--- src/rtl/sp_pkg.sv ---
package sp_pkg;
  typedef enum logic [1:0] {
    RX_IDLE  = 2'd0,
    RX_START = 2'd1,
    RX_DATA  = 2'd2,
    RX_STOP  = 2'd3
  } rx_state_e;

  typedef enum logic [1:0] {
    WORD_DATA = 2'd0,
    WORD_STAT = 2'd1,
    WORD_DIV  = 2'd2,
    WORD_SEL  = 2'd3
  } word_e;
endpackage

--- src/rtl/sp_tx.sv ---
module sp_tx #(
  parameter int unsigned DIV_W  = 13,
  parameter int unsigned BYTE_W = 8
) (
  input  logic              clk,
  input  logic              rst_n,
  input  logic [DIV_W-1:0]  div_i,
  input  logic              start_i,
  input  logic [BYTE_W-1:0] byte_i,
  output logic              busy_o,
  output logic              txd_o
);
  localparam int unsigned FRAME_W = BYTE_W + 2;
  localparam int unsigned CNT_W   = $clog2(FRAME_W);

  logic               busy_q, busy_d;
  logic [FRAME_W-1:0] shreg_q, shreg_d;
  logic [CNT_W-1:0]   bit_q, bit_d;
  logic [DIV_W-1:0]   tick_q, tick_d;
  logic               en;

  assign en = busy_q | start_i;

  always_comb begin
    busy_d  = busy_q;
    shreg_d = shreg_q;
    bit_d   = bit_q;
    tick_d  = tick_q;
    if (!busy_q) begin
      if (start_i) begin
        busy_d  = 1'b1;
        shreg_d = {1'b1, byte_i, 1'b0};
        bit_d   = '0;
        tick_d  = '0;
      end
    end else if (tick_q == div_i) begin
      tick_d  = '0;
      shreg_d = {1'b1, shreg_q[FRAME_W-1:1]};
      if (bit_q == CNT_W'(FRAME_W - 1)) busy_d = 1'b0;
      else                              bit_d  = bit_q + 1'b1;
    end else begin
      tick_d = tick_q + 1'b1;
    end
  end

  always_ff @(posedge clk or negedge rst_n) begin
    if (!rst_n) begin
      busy_q  <= 1'b0;
      shreg_q <= '1;
      bit_q   <= '0;
      tick_q  <= '0;
    end else if (en) begin
      busy_q  <= busy_d;
      shreg_q <= shreg_d;
      bit_q   <= bit_d;
      tick_q  <= tick_d;
    end
  end

  assign busy_o = busy_q;
  assign txd_o  = shreg_q[0];

  p_idle_high_r2: assert property (@(posedge clk) disable iff (!rst_n)
    !busy_q |-> txd_o);
  p_start_low_r2: assert property (@(posedge clk) disable iff (!rst_n)
    $rose(busy_q) |-> !txd_o);
  p_stop_high_r3: assert property (@(posedge clk) disable iff (!rst_n)
    (busy_q && bit_q == CNT_W'(FRAME_W - 1)) |-> txd_o);
  p_bit_range_r3: assert property (@(posedge clk) disable iff (!rst_n)
    bit_q <= CNT_W'(FRAME_W - 1));
endmodule

--- src/rtl/sp_rx_front.sv ---
module sp_rx_front #(
  parameter int unsigned PIN_W    = 8,
  parameter int unsigned PIN_MAIN = 7,
  parameter int unsigned PIN_ALT  = 3,
  parameter int unsigned STAGES   = 2
) (
  input  logic             clk,
  input  logic             rst_n,
  input  logic [PIN_W-1:0] pin_i,
  input  logic             sel_i,
  output logic             rxd_o
);
  logic              raw;
  logic [STAGES-1:0] sync_q;
  logic              unused_pins;

  assign raw         = sel_i ? pin_i[PIN_ALT] : pin_i[PIN_MAIN];
  assign unused_pins = ^pin_i;

  generate
    for (genvar s = 0; s < STAGES; s++) begin : g_stage
      if (s == 0) begin : g_first
        always_ff @(posedge clk or negedge rst_n) begin
          if (!rst_n) sync_q[0] <= 1'b1;
          else        sync_q[0] <= raw;
        end
      end else begin : g_next
        always_ff @(posedge clk or negedge rst_n) begin
          if (!rst_n) sync_q[s] <= 1'b1;
          else        sync_q[s] <= sync_q[s-1];
        end
      end
    end
  endgenerate

  assign rxd_o = sync_q[STAGES-1];
endmodule

--- src/rtl/sp_rx.sv ---
module sp_rx
  import sp_pkg::*;
#(
  parameter int unsigned DIV_W  = 13,
  parameter int unsigned BYTE_W = 8
) (
  input  logic              clk,
  input  logic              rst_n,
  input  logic [DIV_W-1:0]  div_i,
  input  logic              rxd_i,
  output logic              done_o,
  output logic [BYTE_W-1:0] byte_o
);
  localparam int unsigned CNT_W = $clog2(BYTE_W);

  rx_state_e          state_q, state_d;
  logic               prev_q;
  logic [DIV_W-1:0]   tick_q, tick_d, half;
  logic [CNT_W-1:0]   bit_q, bit_d;
  logic [BYTE_W-1:0]  shreg_q, shreg_d, byte_q, byte_d;
  logic               done_q, done_d;

  assign half = div_i >> 1;

  always_comb begin
    state_d = state_q;
    tick_d  = tick_q;
    bit_d   = bit_q;
    shreg_d = shreg_q;
    byte_d  = byte_q;
    done_d  = 1'b0;
    unique case (state_q)
      RX_IDLE: begin
        if (prev_q && !rxd_i) begin
          state_d = RX_START;
          tick_d  = '0;
        end
      end
      RX_START: begin
        if (tick_q == half) begin
          tick_d  = '0;
          bit_d   = '0;
          state_d = rxd_i ? RX_IDLE : RX_DATA;
        end else begin
          tick_d = tick_q + 1'b1;
        end
      end
      RX_DATA: begin
        if (tick_q == div_i) begin
          tick_d  = '0;
          shreg_d = {rxd_i, shreg_q[BYTE_W-1:1]};
          if (bit_q == CNT_W'(BYTE_W - 1)) state_d = RX_STOP;
          else                             bit_d   = bit_q + 1'b1;
        end else begin
          tick_d = tick_q + 1'b1;
        end
      end
      RX_STOP: begin
        if (tick_q == div_i) begin
          tick_d  = '0;
          state_d = RX_IDLE;
          if (rxd_i) begin
            done_d = 1'b1;
            byte_d = shreg_q;
          end
        end else begin
          tick_d = tick_q + 1'b1;
        end
      end
      default: state_d = RX_IDLE;
    endcase
  end

  always_ff @(posedge clk or negedge rst_n) begin
    if (!rst_n) begin
      state_q <= RX_IDLE;
      prev_q  <= 1'b1;
      tick_q  <= '0;
      bit_q   <= '0;
      shreg_q <= '0;
      byte_q  <= '0;
      done_q  <= 1'b0;
    end else begin
      state_q <= state_d;
      prev_q  <= rxd_i;
      tick_q  <= tick_d;
      bit_q   <= bit_d;
      shreg_q <= shreg_d;
      done_q  <= done_d;
      if (done_d) byte_q <= byte_d;
    end
  end

  assign done_o = done_q;
  assign byte_o = byte_q;

  p_done_pulse_r6: assert property (@(posedge clk) disable iff (!rst_n)
    done_q |=> !done_q);
  p_stop_needed_r9: assert property (@(posedge clk) disable iff (!rst_n)
    $rose(done_q) |-> $past(rxd_i));
  p_start_confirmed_r10: assert property (@(posedge clk) disable iff (!rst_n)
    (state_q == RX_DATA && $past(state_q) == RX_START) |-> !$past(rxd_i));
endmodule

--- src/rtl/serial_port.sv ---
module serial_port
  import sp_pkg::*;
#(
  parameter int unsigned ADDR_W   = 4,
  parameter int unsigned DATA_W   = 32,
  parameter int unsigned DIV_W    = 13,
  parameter int unsigned BYTE_W   = 8,
  parameter int unsigned PIN_W    = 8,
  parameter int unsigned PIN_MAIN = 7,
  parameter int unsigned PIN_ALT  = 3,
  parameter int unsigned SYNC_N   = 2,
  parameter logic [12:0] DIV_RST  = 13'd63
) (
  input  logic              clk,
  input  logic              rst_n,
  input  logic [ADDR_W-1:0] bus_addr,
  input  logic              bus_wr,
  input  logic              bus_rd,
  input  logic [DATA_W-1:0] bus_wdata,
  output logic [DATA_W-1:0] bus_rdata,
  input  logic [PIN_W-1:0]  pin_in,
  output logic              txd
);
  word_e             word;
  logic [DIV_W-1:0]  div_q;
  logic              sel_q;
  logic [BYTE_W-1:0] rx_data_q;
  logic              rx_avail_q, rx_avail_d;
  logic              tx_busy, tx_start, rxd_s, rx_done;
  logic [BYTE_W-1:0] rx_byte;
  logic              wr_div, wr_sel, rd_data;
  logic              unused_bus;

  assign word       = word_e'(bus_addr[3:2]);
  assign unused_bus = ^{bus_addr[1:0], bus_wdata[DATA_W-1:DIV_W]};
  assign tx_start   = bus_wr && word == WORD_DATA;
  assign wr_div     = bus_wr && word == WORD_DIV;
  assign wr_sel     = bus_wr && word == WORD_SEL;
  assign rd_data    = bus_rd && word == WORD_DATA;

  always_ff @(posedge clk or negedge rst_n) begin
    if (!rst_n)      div_q <= DIV_W'(DIV_RST);
    else if (wr_div) div_q <= bus_wdata[DIV_W-1:0];
  end

  always_ff @(posedge clk or negedge rst_n) begin
    if (!rst_n)      sel_q <= 1'b0;
    else if (wr_sel) sel_q <= bus_wdata[0];
  end

  always_comb begin
    rx_avail_d = rx_avail_q;
    if (rd_data) rx_avail_d = 1'b0;
    if (rx_done) rx_avail_d = 1'b1;
  end

  always_ff @(posedge clk or negedge rst_n) begin
    if (!rst_n) begin
      rx_avail_q <= 1'b0;
      rx_data_q  <= '0;
    end else begin
      rx_avail_q <= rx_avail_d;
      if (rx_done) rx_data_q <= rx_byte;
    end
  end

  always_comb begin
    unique case (word)
      WORD_DATA: bus_rdata = DATA_W'(rx_data_q);
      WORD_STAT: bus_rdata = DATA_W'({rx_avail_q, tx_busy});
      WORD_DIV:  bus_rdata = DATA_W'(div_q);
      WORD_SEL:  bus_rdata = DATA_W'(sel_q);
      default:   bus_rdata = '0;
    endcase
  end

  sp_tx #(.DIV_W(DIV_W), .BYTE_W(BYTE_W)) i_tx (
    .clk     (clk),
    .rst_n   (rst_n),
    .div_i   (div_q),
    .start_i (tx_start),
    .byte_i  (bus_wdata[BYTE_W-1:0]),
    .busy_o  (tx_busy),
    .txd_o   (txd)
  );

  sp_rx_front #(.PIN_W(PIN_W), .PIN_MAIN(PIN_MAIN), .PIN_ALT(PIN_ALT),
                .STAGES(SYNC_N)) i_front (
    .clk   (clk),
    .rst_n (rst_n),
    .pin_i (pin_in),
    .sel_i (sel_q),
    .rxd_o (rxd_s)
  );

  sp_rx #(.DIV_W(DIV_W), .BYTE_W(BYTE_W)) i_rx (
    .clk    (clk),
    .rst_n  (rst_n),
    .div_i  (div_q),
    .rxd_i  (rxd_s),
    .done_o (rx_done),
    .byte_o (rx_byte)
  );

  p_read_clears_r7: assert property (@(posedge clk) disable iff (!rst_n)
    (rd_data && !rx_done) |=> !rx_avail_q);
  p_overwrite_r8: assert property (@(posedge clk) disable iff (!rst_n)
    rx_done |=> (rx_avail_q && rx_data_q == $past(rx_byte)));
  p_div_hold_r4: assert property (@(posedge clk) disable iff (!rst_n)
    !wr_div |=> $stable(div_q));
  p_sel_hold_r5: assert property (@(posedge clk) disable iff (!rst_n)
    !wr_sel |=> $stable(sel_q));
endmodule

--- config.mk ---
export PLATFORM = sky130hd
export DESIGN_NAME = serial_port
export DESIGN_NICKNAME = d
export VERILOG_FILES = /design/src/rtl/sp_pkg.sv /design/src/rtl/sp_tx.sv /design/src/rtl/sp_rx_front.sv /design/src/rtl/sp_rx.sv /design/src/rtl/serial_port.sv
export SDC_FILE = /design/constraint.sdc
export NUM_CORES = 1
export LEC_CHECK = 0
export BUFFER_PORTS_ARGS = -buffer_cell sky130_fd_sc_hd__buf_4
export CAP_MARGIN = 20
export CORE_MARGIN = 5
export CORE_UTILIZATION = 45
export CTS_BUF_LIST = sky130_fd_sc_hd__clkbuf_4
export DETAILED_ROUTE_END_ITERATION = 12
export PLACE_DENSITY = 0.66
export SLEW_MARGIN = 25
export SYNTH_ARGS = -nofsm -noshare
export SYNTH_HDL_FRONTEND = slang
export SYNTH_HIERARCHICAL = 1
export SYNTH_SLANG_ARGS = --single-unit
--- constraint.sdc ---
create_clock -name clk -period 2.8 [get_ports clk]
set_clock_uncertainty 0.05 [all_clocks]
set_input_delay 0 -clock clk [delete_from_list [all_inputs] [get_ports clk]]
set_output_delay 0 -clock clk [all_outputs]
set_load 0.01 [all_outputs]
Word level (Yosys, flattened, before mapping)
Cells that the tools add are included.

Register bits: 89. Bits of input ports: 48. Output and inout port bits: 33. Word-level logic and storage cells: 96.

$add $sub $neg: 4. Equal/unequal tests: 19. Multiplexer cells: 36. Bitwise operators: 1. Reduce and logical (&&, ||, !) cells: 19.

Operators by type and width (number): case mux 32 bit (4 select lines) (1); two-way mux 13 bit (6); case mux 13 bit (3 select lines) (1); two-way mux 10 bit (3); adder 13 x 1 -> 13 bit, second input constant (2); equality test 13 bit (2); two-way mux 4 bit (4); equality test 13 x 12 -> 1 bit (1); two-way mux 2 bit (6); AND reduction 4 bit (3); two-way mux 1 bit (10); != test 2 x 1 -> 1 bit, second input constant (5); two-way mux 3 bit (3); equality test 2 bit, second input constant (4); case mux 2 bit (4 select lines) (1); != test 2 bit, second input constant (3); case mux 3 bit (2 select lines) (1); nonzero test 2 bit (3); logical AND 1 bit (5); AND reduction 5 bit (1); adder 4 x 1 -> 4 bit, second input constant (1); equality test 2 x 1 -> 1 bit, second input constant (2); equality test 4 bit, second input constant (1); logical NOT 2 bit (2); other kinds (7) (8).

Longest topological paths before layout
Depth in word-level cells: 4. Gate-level depth with buffers: 8. Depth with buffers taken out: 7.

Cells and area by module
The synthesis kept the hierarchy.

Modules (own cells, without submodules): sp_rx (times used 1, cells each 177, area each 1959.4 µm², sequential area each 902.1 µm²); sp_tx (times used 1, cells each 185, area each 1679.1 µm², sequential area each 686.9 µm²); serial_port (times used 1, cells each 95, area each 1260.0 µm², sequential area each 583.1 µm²); sp_rx_front (times used 1, cells each 3, area each 67.6 µm², sequential area each 52.6 µm²).

Worst setup path before layout
OpenSTA, ideal clock, no wires.

Kind: flip-flop to flip-flop. From: reg div_q[3]. To: reg i_rx.shreg_q[0]. Setup time: 125 ps. Data arrival time: 1993 ps. Slack: 632 ps. Cell stages (with the launch flop): 7. Buffers on the path: 1. Clock period less this slack: 2168 ps. Cell sequence: dfstp_2 -> xor2_1 -> nor4_1 -> nand4_2 -> or3b_1 -> buf_6 -> mux2_4.

Longest elaborated chain between the ends: 2.

Ends and longest elaborated chain: start: declaration (RTL line serial_port.sv:25) `logic [DIV_W-1:0] div_q;`; start signal: assignment (RTL line serial_port.sv:42) `if (!rst_n) div_q <= DIV_W'(DIV_RST);`; start signal: assignment (RTL line serial_port.sv:43) `else if (wr_div) div_q <= bus_wdata[DIV_W-1:0];`; equality test 13 bit (RTL line sp_rx.sv:49) `if (tick_q == div_i) begin`; AND reduction 2 bit (no source line); end signal: assignment (RTL line sp_rx.sv:88) `shreg_q <= shreg_d;`; end: declaration (RTL line sp_rx.sv:20) `logic [BYTE_W-1:0] shreg_q, shreg_d, byte_q, byte_d;`.

No other way between the ends. A chain may end at the register's enable or synchronous reset.

Worst setup path after layout
From: reg div_q[3]. To: reg i_rx.shreg_q[1].

The elaborated chain is that of the path after synthesis.

==> results.json <==
{
  "fp.dieArea_um2": 13200,
  "core_area_um2": 10800,
  "p_total_mw": 3.63,
  "yosysSeqAreaShare_pct": 44.8,
  "ys.flop_type": "dfrtp_1",
  "synth_cells": 460,
  "routed_wl_um": 10100,
  "clock_sinks": 88,
  "end_kind": "register",
  "cts-resized-gates": 0,
  "drc_errors": 0,
  "avgRoutedWirePerCell_um": 15.3,
  "grt_usage_pct": 16.3,
  "ys_seq_elements": 88,
  "grt_max_degree": 55,
  "clk_pin_slew_ns": 0.16,
  "power_density_nw_per_um2": 644,
  "cts_tree": "built",
  "area_growth_pct": 13.6,
  "slew_viol_final": 0,
  "cts_buffers": 9,
  "placed_cell_area_um2": 5270,
  "setup-tns-final_ns": 0,
  "synth_edf_count": 0,
  "drv_cap": 0,
  "status": "completed",
  "num-fill-cells": 966,
  "num_vias": 3461,
  "fp.dieH_um": 115,
  "rsz0062_at_grt": "no",
  "arrival_ns": 2.76,
  "antenna_left": 0,
  "via_per_inst": 5.27,
  "finalHoldViolations": 0,
  "nets": 565,
  "clock_latency_ns": 0.46,
  "fp.dieW_um": 115,
  "gp_congestion": 0.756,
  "irDropWorstVdd_v": 0.000403,
  "p_leak_nw": 2.75,
  "rr_worst_depth": 5,
  "hold_path.class": "primary input to asynchronous set/reset pin",
  "drive_gt1_share_pct": 25.6,
  "max_freq_ghz": 0.407,
  "stdcell_area_um2": 5640,
  "post_cts_buffers": 0,
  "root_buffer": "clkbuf_4",
  "critPathKind": "register to register",
  "row_count": 38,
  "drt_pass1_iterations": 4,
  "max_stage_delay_ns": 0.66,
  "worstReg2RegEnd": "i_rx/shreg_q[1]",
  "clk_path_buf_depth": 2,
  "worstPathMaxFanout": 9,
  "ys_types": 60,
  "syn_area_per_cell_um2": 10.8,
  "maxSlewHeadroom_pct": 47.8,
  "grt_pass1_wl_um": 17100,
  "crit_buf_inv": 0,
  "worst_pin_slew_ns": 0.780,
  "first_global_vias": 3413,
  "initial_utilization_pct": 45.8,
  "setup_viol": 0,
  "async_flop_share_pct": 100,
  "rr_startpoint": "div_q[3]",
  "critPathTopFamily": "simple AND/OR/NAND/NOR gates",
  "post-route-period-util_pct": 87.8,
  "slowest_stage": "or3b_1",
  "crit_chain": "xor2_1 -> nor4_1 -> nand4_2 -> or3b_1 -> mux2_4",
  "cp-start-kind": "register",
  "dpl.hpwl_um": 7050,
  "first_iter_violations": 175,
  "synth_area_um2": 4970,
  "antenna_found_initial": 0,
  "finalCriticalPeriod_ns": 2.46,
  "grt_remaining_overflow": 0,
  "htreeDepth": 3,
  "pin_count": 81,
  "worstPathRequired_ns": 3.10,
  "port_buffers": 34,
  "yosysWarnings": 6,
  "regToRegSetupSlack_ns": 0.34
}
==> how the worst max path moves through the flow <==
| stage | startpoint | end | cells past startpoint | slack (ns) |
|---|---|---|---|---|
| detailed placement | div_q[3] | i_rx/shreg_q[2] | 5 | 0.39 |
| global route | div_q[3] | i_rx/tick_q[10] | 8 | 0.32 |
| floorplan | div_q[3] | i_rx/shreg_q[0] | 6 | 0.63 |
| finish | div_q[3] | i_rx/shreg_q[1] | 5 | 0.34 |
| global placement | div_q[3] | i_rx/shreg_q[3] | 5 | 0.39 |
| CTS | div_q[3] | i_rx/shreg_q[5] | 5 | 0.36 |
==> power breakdown <==
group | total, mW | switching, mW | internal [mW]
Sequential | 1.86 | 0.313 | 1.54
Clock | 0.825 | 0.450 | 0.374
Combinational | 0.951 | 0.446 | 0.505
Total | 3.63 | 1.21 | 2.42
==> sequential cells by signal, indices dropped and copies added, names as in the netlist, named ones only <==
register	cells
i_rx/tick_q	13
i_front/sync_q	1
i_tx/bit_q	4
i_tx/busy_o	1
i_rx/shreg_q	8
i_rx/byte_o	8
i_tx/tick_q	13
i_rx/state_q	1
i_rx/prev_q	1
i_rx/done_o	1
i_rx/bit_q	3
sel_q	1
rx_avail_q	1
i_front/rxd_o	1
div_q	13
rx_data_q	8
i_tx/shreg_q	9
==> metrics by stage <==
stage | worst slack, ns | hold WS [ns] | instances | utilization (%)
after floorplan | 0.632 | -0.346 | 478 | -
after global routing | 0.323 | 0.0563 | 656 | 52.0
after CTS | 0.356 | 0.0434 | 656 | 52.0
after detailed placement | 0.388 | 0.0335 | 620 | 48.6
final | 0.343 | 0.0401 | 657 | 52.0
after global placement | 0.391 | 0.0327 | 620 | 48.6
==> per-layer routing <==
| metal | track usage (%) | vias up | routed length (µm) |
|---|---|---|---|
| met3 | 3.58 | 12 | 538 |
| li1 | - | 1681 | - |
| met1 | 23.3 | 1686 | 4840 |
| met4 | 4.69 | 0 | 140 |
| met2 | 25.0 | 82 | 4550 |
| met5 | 0 | - | 0 |
==> Yosys cell counts (all sizes together) (2+ instances only) <==
cell type   n  area share [%]
dfrtp      70              35
mux2       41              11
xor2       40             7.1
nand2      33             2.5
buf        31             4.7
nor2       30             2.5
nand3      21             2.1
o21ai      20             2.0
dfstp      18             9.5
mux2i      14             2.8
inv        12            0.91
clkbuf     11            0.83
xnor2      10             1.8
nor3        9            0.91
and2        8             1.0
nand2b      8             1.0
nor3b       8             1.2
a21o        6            0.91
a221o       6             1.2
ha          6             1.5
nor4        6            0.88
nand4       5            0.76
a21oi       4            0.40
o211ai      4            0.60
a31o        3            0.53
and3        3            0.38
o32ai       3            0.53
or3         3            0.40
or3b        3            0.53
or4b        3            0.60
a22o        2            0.35
a22oi       2            0.40
and4        2            0.38
nor2b       2            0.25
o2bb2ai     2            0.35
==> cells in the final DEF (no fill, tap or decap), types with 5 or more instances in the layout <==
master	instances
a21o_1	6
a221o_1	6
and2_1	8
buf_4	44
clkbuf_4	10
conb_1	19
dfrtp_1	70
dfstp_2	18
dlygate4sd3_1	20
ha_1	6
inv_1	12
mux2_2	21
mux2_4	19
mux2i_1	14
nand2_1	33
nand2b_1	8
nand3_1	21
nor2_1	28
nor3_1	9
nor3b_1	7
nor4_1	5
o21ai_0	19
xnor2_1	10
xor2_1	40
==> final cells by class <==
type                       instances  area (µm²)  area share [%]
sequential                        88        2220            39.4
clock buffer                      10        75.1            1.33
antenna                            1        2.50          0.0444
clock inverter                     6        91.3            1.62
multi-input combinational        336        2500            44.3
timing repair buffer              64         531            9.41
tap                              140         175            3.11
inverter                          12        45.0           0.799
==> timing repair <==
action / 4_1_cts / 5_1_grt
hold endpoints to repair: 76 / 0
setup endpoints to repair: 0 / 0
hold buffers: 20 / 0
==> logic make-up after synthesis <==
group                    share of synthesized area, %
multiplexers                                     14.0
buffers and inverters                            6.40
flip-flops                                       44.8
AND/OR/NAND/NOR                                  15.9
XOR/XNOR                                         8.82
other                                          0.0755
AO/OA/AOI/OAI                                    8.44
adder cells (fa/ha/maj)                          1.51
(Power assumes the default switching activity.)
